==> src/rtl/irq_seq_pkg.sv <==
package irq_seq_pkg;
  typedef enum logic [2:0] {
    ST_IDLE,
    ST_PUSH_SR,
    ST_PUSH_PC,
    ST_FETCH,
    ST_POP_PC,
    ST_POP_SR
  } seq_state_t;

  // Source slots; a lower index means a higher priority.
  localparam int NUM_SRC   = 5;
  localparam int SRC_SWI   = 0;
  localparam int SRC_TRACE = 1;
  localparam int SRC_NMI   = 2;
  localparam int SRC_COP   = 3;
  localparam int SRC_HW    = 4;
endpackage

==> src/rtl/irq_seq_arb.sv <==
module irq_seq_arb #(
  parameter int N = 5
) (
  input  logic         clk,
  input  logic         rst_n,
  input  logic [N-1:0] req,
  output logic [N-1:0] grant,
  output logic         any
);
  logic taken;

  always_comb begin
    grant = '0;
    taken = 1'b0;
    for (int i = 0; i < N; i++) begin
      if (req[i] && !taken) begin
        grant[i] = 1'b1;
        taken    = 1'b1;
      end
    end
  end

  assign any = |req;

  // never more than one winner
  assert_grant_onehot_R8: assert property (@(posedge clk) disable iff (!rst_n)
    $onehot0(grant));
  // the top slot always wins when present
  assert_top_slot_wins_R8: assert property (@(posedge clk) disable iff (!rst_n)
    req[0] |-> grant[0]);
  // a pending request always yields a grant
  assert_grant_when_pending_R8: assert property (@(posedge clk) disable iff (!rst_n)
    any |-> (grant != '0));
endmodule

==> src/rtl/irq_seq_vaddr.sv <==
module irq_seq_vaddr #(
  parameter int AW    = 16,
  parameter int VW    = 5,
  parameter int SCALE = 4
) (
  input  logic [AW-1:0] base,
  input  logic [VW-1:0] vec,
  output logic [AW-1:0] addr
);
  localparam int SH = $clog2(SCALE);

  generate
    if (SH == 0) begin : g_unscaled
      assign addr = base + AW'(vec);
    end else begin : g_scaled
      assign addr = base + (AW'(vec) << SH);
    end
  endgenerate
endmodule

==> src/rtl/irq_seq_stkptr.sv <==
module irq_seq_stkptr #(
  parameter int          AW      = 16,
  parameter logic [15:0] STK_TOP = 16'h0100
) (
  input  logic          clk,
  input  logic          rst_n,
  input  logic          push,
  input  logic          pop,
  output logic [AW-1:0] push_addr,
  output logic [AW-1:0] pop_addr
);
  logic [AW-1:0] sp_q;

  always_ff @(posedge clk or negedge rst_n) begin
    if (!rst_n)    sp_q <= AW'(STK_TOP);
    else if (push) sp_q <= sp_q - AW'(1);
    else if (pop)  sp_q <= sp_q + AW'(1);
  end

  // pre-decrement on write, post-increment on read
  assign push_addr = sp_q - AW'(1);
  assign pop_addr  = sp_q;

  // a stack step is either a push or a pop
  assert_push_pop_exclusive_R5: assert property (@(posedge clk) disable iff (!rst_n)
    !(push && pop));
endmodule

==> src/rtl/irq_seq_ctrl.sv <==
module irq_seq_ctrl
  import irq_seq_pkg::*;
#(
  parameter int          AW        = 16,
  parameter int          DW        = 16,
  parameter int          VW        = 5,
  parameter int          SR_W      = 8,
  parameter int          IE_BIT    = 0,
  parameter int          SCALE     = 4,
  parameter logic [15:0] RESET_PC  = 16'h0010,
  parameter logic [15:0] STK_TOP   = 16'h0100,
  parameter int          TRACE_VEC = 1,
  parameter int          NMI_VEC   = 2,
  parameter int          COP_VEC   = 5
) (
  input  logic            clk,
  input  logic            rst_n,
  input  logic            insn_done,
  input  logic [AW-1:0]   pc_i,
  input  logic            hw_req,
  input  logic [VW-1:0]   hw_vec,
  output logic            hw_ack,
  input  logic            swi_req,
  input  logic [VW-1:0]   swi_vec,
  input  logic            trace_req,
  input  logic            nmi_req,
  input  logic            cop_err,
  input  logic            iret_req,
  input  logic            sr_load,
  input  logic [SR_W-1:0] sr_load_data,
  output logic [SR_W-1:0] sr_o,
  input  logic [AW-1:0]   vt_base,
  output logic            vt_valid,
  input  logic            vt_ready,
  output logic [AW-1:0]   vt_addr,
  input  logic [DW-1:0]   vt_rdata,
  output logic            stk_valid,
  input  logic            stk_ready,
  output logic            stk_we,
  output logic [AW-1:0]   stk_addr,
  output logic [DW-1:0]   stk_wdata,
  input  logic [DW-1:0]   stk_rdata,
  output logic            pc_load,
  output logic [AW-1:0]   pc_val,
  output logic            busy
);
  seq_state_t          st_q, st_d;
  logic [SR_W-1:0]     sr_q;
  logic [VW-1:0]       vec_q;
  logic [AW-1:0]       pc_save_q;
  logic                pc_load_q;
  logic [AW-1:0]       pc_val_q;

  logic [NUM_SRC-1:0]  src_req, src_grant;
  logic                src_any;
  logic [VW-1:0]       src_vec [NUM_SRC];
  logic [VW-1:0]       sel_vec;
  logic                accept;
  logic                sp_push, sp_pop;
  logic [AW-1:0]       push_addr, pop_addr;

  // ---------------- request collection and arbitration ----------------
  assign src_req[SRC_SWI]   = swi_req;
  assign src_req[SRC_TRACE] = trace_req;
  assign src_req[SRC_NMI]   = nmi_req;
  assign src_req[SRC_COP]   = cop_err;
  assign src_req[SRC_HW]    = hw_req && sr_q[IE_BIT];

  assign src_vec[SRC_SWI]   = swi_vec;
  assign src_vec[SRC_TRACE] = VW'(TRACE_VEC);
  assign src_vec[SRC_NMI]   = VW'(NMI_VEC);
  assign src_vec[SRC_COP]   = VW'(COP_VEC);
  assign src_vec[SRC_HW]    = hw_vec;

  irq_seq_arb #(.N(NUM_SRC)) u_arb (
    .clk   (clk),
    .rst_n (rst_n),
    .req   (src_req),
    .grant (src_grant),
    .any   (src_any)
  );

  always_comb begin
    sel_vec = '0;
    for (int i = 0; i < NUM_SRC; i++)
      if (src_grant[i]) sel_vec = src_vec[i];
  end

  assign accept = (st_q == ST_IDLE) && !iret_req && insn_done && src_any;
  assign hw_ack = accept && src_grant[SRC_HW];

  // ---------------- save stack pointer and table address ----------------
  irq_seq_stkptr #(.AW(AW), .STK_TOP(STK_TOP)) u_sp (
    .clk       (clk),
    .rst_n     (rst_n),
    .push      (sp_push),
    .pop       (sp_pop),
    .push_addr (push_addr),
    .pop_addr  (pop_addr)
  );

  irq_seq_vaddr #(.AW(AW), .VW(VW), .SCALE(SCALE)) u_vaddr (
    .base (vt_base),
    .vec  (vec_q),
    .addr (vt_addr)
  );

  // ---------------- sequencer ----------------
  always_comb begin
    st_d      = st_q;
    stk_valid = 1'b0;
    stk_we    = 1'b0;
    stk_addr  = push_addr;
    stk_wdata = '0;
    vt_valid  = 1'b0;
    sp_push   = 1'b0;
    sp_pop    = 1'b0;
    unique case (st_q)
      ST_IDLE: begin
        if (iret_req)    st_d = ST_POP_PC;
        else if (accept) st_d = ST_PUSH_SR;
      end
      ST_PUSH_SR: begin
        stk_valid = 1'b1;
        stk_we    = 1'b1;
        stk_wdata = DW'(sr_q);
        if (stk_ready) begin
          sp_push = 1'b1;
          st_d    = ST_PUSH_PC;
        end
      end
      ST_PUSH_PC: begin
        stk_valid = 1'b1;
        stk_we    = 1'b1;
        stk_wdata = DW'(pc_save_q);
        if (stk_ready) begin
          sp_push = 1'b1;
          st_d    = ST_FETCH;
        end
      end
      ST_FETCH: begin
        vt_valid = 1'b1;
        if (vt_ready) st_d = ST_IDLE;
      end
      ST_POP_PC: begin
        stk_valid = 1'b1;
        stk_addr  = pop_addr;
        if (stk_ready) begin
          sp_pop = 1'b1;
          st_d   = ST_POP_SR;
        end
      end
      ST_POP_SR: begin
        stk_valid = 1'b1;
        stk_addr  = pop_addr;
        if (stk_ready) begin
          sp_pop = 1'b1;
          st_d   = ST_IDLE;
        end
      end
      default: st_d = ST_IDLE;
    endcase
  end

  always_ff @(posedge clk or negedge rst_n) begin
    if (!rst_n) begin
      st_q      <= ST_IDLE;
      sr_q      <= '0;
      vec_q     <= '0;
      pc_save_q <= '0;
      pc_load_q <= 1'b1;
      pc_val_q  <= AW'(RESET_PC);
    end else begin
      st_q      <= st_d;
      pc_load_q <= 1'b0;
      if (accept) begin
        vec_q     <= sel_vec;
        pc_save_q <= pc_i;
      end
      if (st_q == ST_IDLE && sr_load)
        sr_q <= sr_load_data;
      if (st_q == ST_PUSH_PC && stk_ready)
        sr_q[IE_BIT] <= 1'b0;
      if (st_q == ST_FETCH && vt_ready) begin
        pc_load_q <= 1'b1;
        pc_val_q  <= vt_rdata[AW-1:0];
      end
      if (st_q == ST_POP_PC && stk_ready)
        pc_save_q <= stk_rdata[AW-1:0];
      if (st_q == ST_POP_SR && stk_ready) begin
        sr_q      <= stk_rdata[SR_W-1:0];
        pc_load_q <= 1'b1;
        pc_val_q  <= pc_save_q;
      end
    end
  end

  assign sr_o    = sr_q;
  assign pc_load = pc_load_q;
  assign pc_val  = pc_val_q;
  assign busy    = (st_q != ST_IDLE);

  // ---------------- properties ----------------
  // acknowledge implies interrupts enabled
  assert_ack_needs_enable_R3: assert property (@(posedge clk) disable iff (!rst_n)
    hw_ack |-> sr_q[IE_BIT]);
  // acknowledge only from the idle state
  assert_ack_not_busy_R2: assert property (@(posedge clk) disable iff (!rst_n)
    hw_ack |-> !busy);
  // the enable bit is off by the time the table is read
  assert_enable_off_in_fetch_R6: assert property (@(posedge clk) disable iff (!rst_n)
    (st_q == ST_FETCH) |-> !sr_q[IE_BIT]);
  // leaving busy coincides with a PC load
  assert_busy_ends_with_load_R11: assert property (@(posedge clk) disable iff (!rst_n)
    $fell(busy) |-> pc_load);
  // stack request held under back-pressure
  assert_stk_hold_R12: assert property (@(posedge clk) disable iff (!rst_n)
    (stk_valid && !stk_ready) |=> (stk_valid && $stable(stk_addr) &&
                                   $stable(stk_we) && $stable(stk_wdata)));
  // table request held under back-pressure
  assert_vt_hold_R12: assert property (@(posedge clk) disable iff (!rst_n)
    (vt_valid && !vt_ready) |=> (vt_valid && $stable(vt_addr)));
endmodule

==> config.mk <==
export PLATFORM = sky130hd
export DESIGN_NAME = irq_seq_ctrl
export DESIGN_NICKNAME = d
export VERILOG_FILES = /design/src/rtl/irq_seq_pkg.sv /design/src/rtl/irq_seq_arb.sv /design/src/rtl/irq_seq_vaddr.sv /design/src/rtl/irq_seq_stkptr.sv /design/src/rtl/irq_seq_ctrl.sv
export SDC_FILE = /design/constraint.sdc
export NUM_CORES = 1
export LEC_CHECK = 0
export ABC_AREA = 0
export CAP_MARGIN = 30
export CORE_UTILIZATION = 47
export CTS_CLUSTER_DIAMETER = 50
export DETAILED_ROUTE_END_ITERATION = 8
export PLACE_DENSITY = 0.91
export SLEW_MARGIN = 20
export SYNTH_ARGS = -nofsm -noshare
export SYNTH_HDL_FRONTEND = slang
export SYNTH_SLANG_ARGS = --single-unit
==> constraint.sdc <==
create_clock -name clk -period 5.43 [get_ports clk]
set_input_delay 0.543 -clock clk [delete_from_list [all_inputs] [get_ports clk]]
set_output_delay 0.543 -clock clk [all_outputs]
set_load 0.05 [all_outputs]
# Word level (Yosys, flattened, before mapping)
# Index checks and enable logic that the tools add are counted.
# word_totals
regBits,65
input_bits,94
output_inout_bits,78
# op_classes
eq_ne,11
muxes,40
reduce_logical,31
n_addsub,3
# op_table
operator,n
16-bit 2-to-1 mux,7
16-bit one-hot mux with 2 select lines,1
5-bit 2-to-1 mux,5
3-bit 2-to-1 mux,7
3-bit one-hot mux with 6 select lines,1
1-bit 2-to-1 mux,17
16-bit by 1-bit adder with 16-bit output (second input constant),1
16-bit by 7-bit adder with 16-bit output,1
8-bit 2-to-1 mux,2
16-bit by 1-bit subtractor with 16-bit output (second input constant),1
1-bit logical AND,14
2-bit != test (second input constant),5
2-bit nonzero test,4
3-bit by 2-bit equality test with 1-bit output (second input constant),2
3-bit equality test (second input constant),2
6-bit AND reduction,1
3-bit nonzero test,2
1-bit zero test,5
5-bit OR reduction,1
2-bit OR reduction,2
4-bit OR reduction,1
3-bit by 1-bit equality test with 1-bit output (second input constant),1
3-bit zero test,1
3-bit != test (second input constant),1

# Longest topological paths before layout
# logic_depth
ltp_word,14
depth_mapped,8
mapped_depth_nobuf,7

# Cells and area by module
# Synthesis repeated with hierarchy kept, for this count alone.
# hier_totals
cells_unflattened,478
hier_area_um2,4817.1
# modules_own_cells
mod,cells_each,area_per_inst_um2,n_inst
irq_seq_ctrl,278,3136.8,1
irq_seq_stkptr,130,1161.1,1
irq_seq_vaddr,63,464.2,1
irq_seq_arb,7,55.1,1

# Least setup slack after synthesis
# Ideal clock, no wire load.
# synth_path
kind,in2out
from,input vt_base[4]
to,output vt_addr[9]
setup_slack_ps,1811
arrival_time_ps,3076
n_path_buf,0
path_stages,5
t_required_ps,4887
path_cell_list,ha_1 > o21ai_0 > o21bai_1 > nand2_1 > o311ai_0
# synth_between
elab_chain_len,1
# synth_lines
element,line_no,source
from (decl),irq_seq_ctrl.sv:32,"input logic [AW-1:0] vt_base,"
16-bit by 7-bit adder with 16-bit output,irq_seq_vaddr.sv:16,assign addr = base + (AW'(vec) << SH);
to (decl),irq_seq_ctrl.sv:35,"output logic [AW-1:0] vt_addr,"
# No other way between the ends.

# Final worst setup path
# layout_path
from,register st_q[1]
to,output stk_wdata[8]
# layout_between
elab_chain_len,2
word_cells_on_any_way,3
cone_classes,2 x eq/ne; 1 x mux
# layout_lines
element,line_no,source
from (decl),irq_seq_ctrl.sv:47,"seq_state_t st_q, st_d;"
from (signal assigned),irq_seq_ctrl.sv:174,st_q <= st_d;
3-bit by 2-bit equality test with 1-bit output / 3-bit by 1-bit equality test with 1-bit output (equally long branches),irq_seq_ctrl.sv:118,unique case (st_q)
16-bit one-hot mux with 2 select lines (*),irq_seq_ctrl.sv:118,
to (decl),irq_seq_ctrl.sv:41,"output logic [DW-1:0] stk_wdata,"
# Every way passes the cells marked *; elsewhere a longest branch is shown, timed or not.

==> impl_metrics.json <==
{
  "outcome": "finished, final reports clean",
  "r2r_end": "sr_o[0]",
  "cp_data_required_time_ns": 4.89,
  "die_w_um": 97.07,
  "ys_seq_elements": 65,
  "fin_crit_ns": 3.907,
  "layout_common_cells": "clkdlybuf4s50_1 (166), dfrtp_1 (62), nor2_1 (50)",
  "dp_cells": 711,
  "overflow": 0,
  "worstMarginPinSlew_ns": 0.8391,
  "final_common_cell": "clkdlybuf4s50_1",
  "seq_area_frac_synth_pct": 38.38,
  "antenna_found_initial": 1,
  "synth_edf_count": 0,
  "rows": 34,
  "synth_largest_area_cell": "dfrtp_1",
  "critical_path.cell_chain": "nor2b_1, nor2b_1, and2_1, clkdlybuf4s50_1",
  "slowest_stage": "clkdlybuf4s50_1",
  "cts_resized": 0,
  "met3_length_um": 779,
  "hold_viol_final": 0,
  "irDropWorstVdd_mv": 0.3144,
  "root_buffer": "clkbuf_8",
  "viasPerCell": 5.827,
  "final-setup-viol-count": 0,
  "fmax_mhz": 255.9,
  "critical_path.endpoint_type": "output pin",
  "ant_nets": 0,
  "grt_max_degree": 66,
  "stdcell_area_mm2": 0.006173,
  "syn-cell-area_mm2": 0.004248,
  "clkLatencyLatePin_ns": 0.33,
  "synthFlopType": "dfrtp_1",
  "drive_gt1_share_pct": 5.178,
  "dr.pass1.iters": 5,
  "power.density_mw_per_mm2": 620.5,
  "cts_buffers": 9,
  "critical_path_buf_inv_count": 1,
  "syn_nets": 569,
  "wl_met2_um": 6325,
  "worstSetupPathDepth": 4,
  "place.gp.congestion": 0.8483,
  "power_leakage_nw": 2.623,
  "instances_no_fill": 727,
  "grt_pass1_wl_um": 20410,
  "grt_pass1_vias": 4243,
  "async_reset_ff_share_pct": 100.0,
  "rrSetupSlack_ns": 3.05,
  "wire_per_inst_um": 17.14,
  "synth_cells": 467,
  "synth.distinct_cells": 59,
  "drt_iter0_drc": 199,
  "fin_worst_skew_ns": 0.01343,
  "io_pins": 172,
  "synth_top_area_share_pct": 36.52,
  "drc": 0,
  "wl_um": 12460,
  "dpl_worst_slack_ns": 1.669,
  "dr_total_vias": 4236,
  "post_dp_cell_area_mm2": 0.005929,
  "finalSetupTns_ns": 0,
  "critPathMaxFanout": 25,
  "top_layer": "met4",
  "portBuffers": 167,
  "drv_cap": 0,
  "nets": 716,
  "grt_usage_pct": 26.52,
  "relSlewSlack_pct": 44.06,
  "wl_met1_um": 5081,
  "critical_path_class": "flop to output pin",
  "hpwlAfterDp_um": 9284,
  "yosysWarnings": 0,
  "yosys-top-cells-area": "dfrtp_1 (37%), mux2i_1 (5.7%), xnor2_1 (5.4%), nor2_1 (4.4%), a21oi_1 (3.8%)",
  "cp_top_family": "simple AND/OR/NAND/NOR gates",
  "start_util_pct": 48.71,
  "worstSetupStartpoint": "st_q[1]",
  "die_h_um": 97.07,
  "h-tree-depth": 3,
  "syn_avg_cell_area_um2": 9.096,
  "cts.path.max_buffers": 2,
  "syn_to_final_growth_pct": 45.33,
  "cpMostUsedCell": "nor2b_1",
  "rr_startpoint": "st_q[1]",
  "slew_violations": 0,
  "core_mm2": 0.008721,
  "cts.hold.buffers_added": 0,
  "rsz0062_at_grt": "false",
  "cts_post_setup_buffers_inserted": 0,
  "holdCritPathClass": "primary input to async pin",
  "cts_sinks": 65,
  "cts_tree": "yes",
  "worst_setup_path_start_kind": "flop",
  "post-route-period-util_pct": 71.95,
  "clk_pin_slew_ns": 0.08,
  "fin_ws_ns": 1.523,
  "cp.arrival_ns": 3.36,
  "die_area_mm2": 0.009422,
  "critPathMaxStageDelay_ns": 0.82,
  "r2r_cells": 4
}
## where the power goes
part           internal, mW  switching [mW]
Clock                 0.315           0.188
Sequential            0.708           0.259
Combinational         0.869            1.49
## cells in the mapped netlist, types with 2 or more instances
master,n
dfrtp_1,62
nor2_1,50
nand2_1,33
a21oi_1,32
xnor2_1,26
mux2i_1,24
clkbuf_1,23
o21ai_0,19
nor3b_1,18
a221o_1,16
xor2_1,14
inv_1,12
a22oi_1,11
and2_1,11
nor2b_1,8
ha_1,7
nand3_1,7
o22ai_1,6
buf_2,5
nand2b_1,5
nor3_1,5
or3_1,5
buf_6,4
nand3b_1,4
nand4_1,4
and3_1,3
buf_4,3
dfstp_2,3
nand4b_1,3
nor4_1,3
o21a_1,3
o21bai_1,3
or4_1,3
a211o_1,2
a21o_1,2
a222oi_1,2
a32oi_1,2
nor4bb_1,2
o31ai_1,2
## how the worst max path moves through the flow
stage	end	slack, ns
after global routing	stk_wdata[8]	1.28
after floorplan	vt_addr[9]	1.81
after CTS	stk_wdata[12]	1.54
after detailed placement	hw_ack	1.67
final	stk_wdata[8]	1.52
after global placement	vt_addr[12]	1.77
## worst register-to-register path: stages (launching register included)
cell,delay (ns)
dfrtp_1,0.78
nor2b_1,0.73
nor2b_1,0.51
nand2_1,0.10
o2bb2ai_1,0.14
## flip-flops by register name, summed over array words and instances (netlist names)
signal	count
pc_load	1
pc_val	16
vec_q	5
u_sp.pop_addr	16
st_q	3
pc_save_q	16
sr_o	8
## per-stage QoR
| stage | power (mW) | util [%] | hold WS (ns) |
|---|---|---|---|
| floorplan | 2.573 | - | 0.2474 |
| global placement | 3.238 | 67.86 | 0.4824 |
| detailed placement | 3.314 | 67.99 | 0.4986 |
| CTS | 3.831 | 70.76 | 0.4211 |
| global route | 4.032 | 70.79 | 0.4711 |
| finish | 3.831 | 70.79 | 0.3817 |
## final cells by class
class	instances	area [µm²]
inverter	12	45.04
timing repair buffer	173	1715
clock buffer	10	137.6
antenna	1	2.502
multi-input combinational	353	2404
fill	658	2547
clock inverter	5	103.9
tap	108	135.1
sequential	65	1630
## cell families after synthesis
family / synth area share, %
fa+ha+maj: 2.533
mux: 5.655
compound gates: 17.88
flops: 38.38
simple gates: 21.83
buf+inv: 5.478
xor+xnor: 8.248
## layer usage
layer | vias up | track usage, %
met3 | 21 | 4.964
met1 | 2061 | 32.49
met2 | 194 | 46.53
met5 | - | 0
met4 | 0 | 9.414
li1 | 1960 | -
No activity file was read; power rests on OpenSTA's default activity.
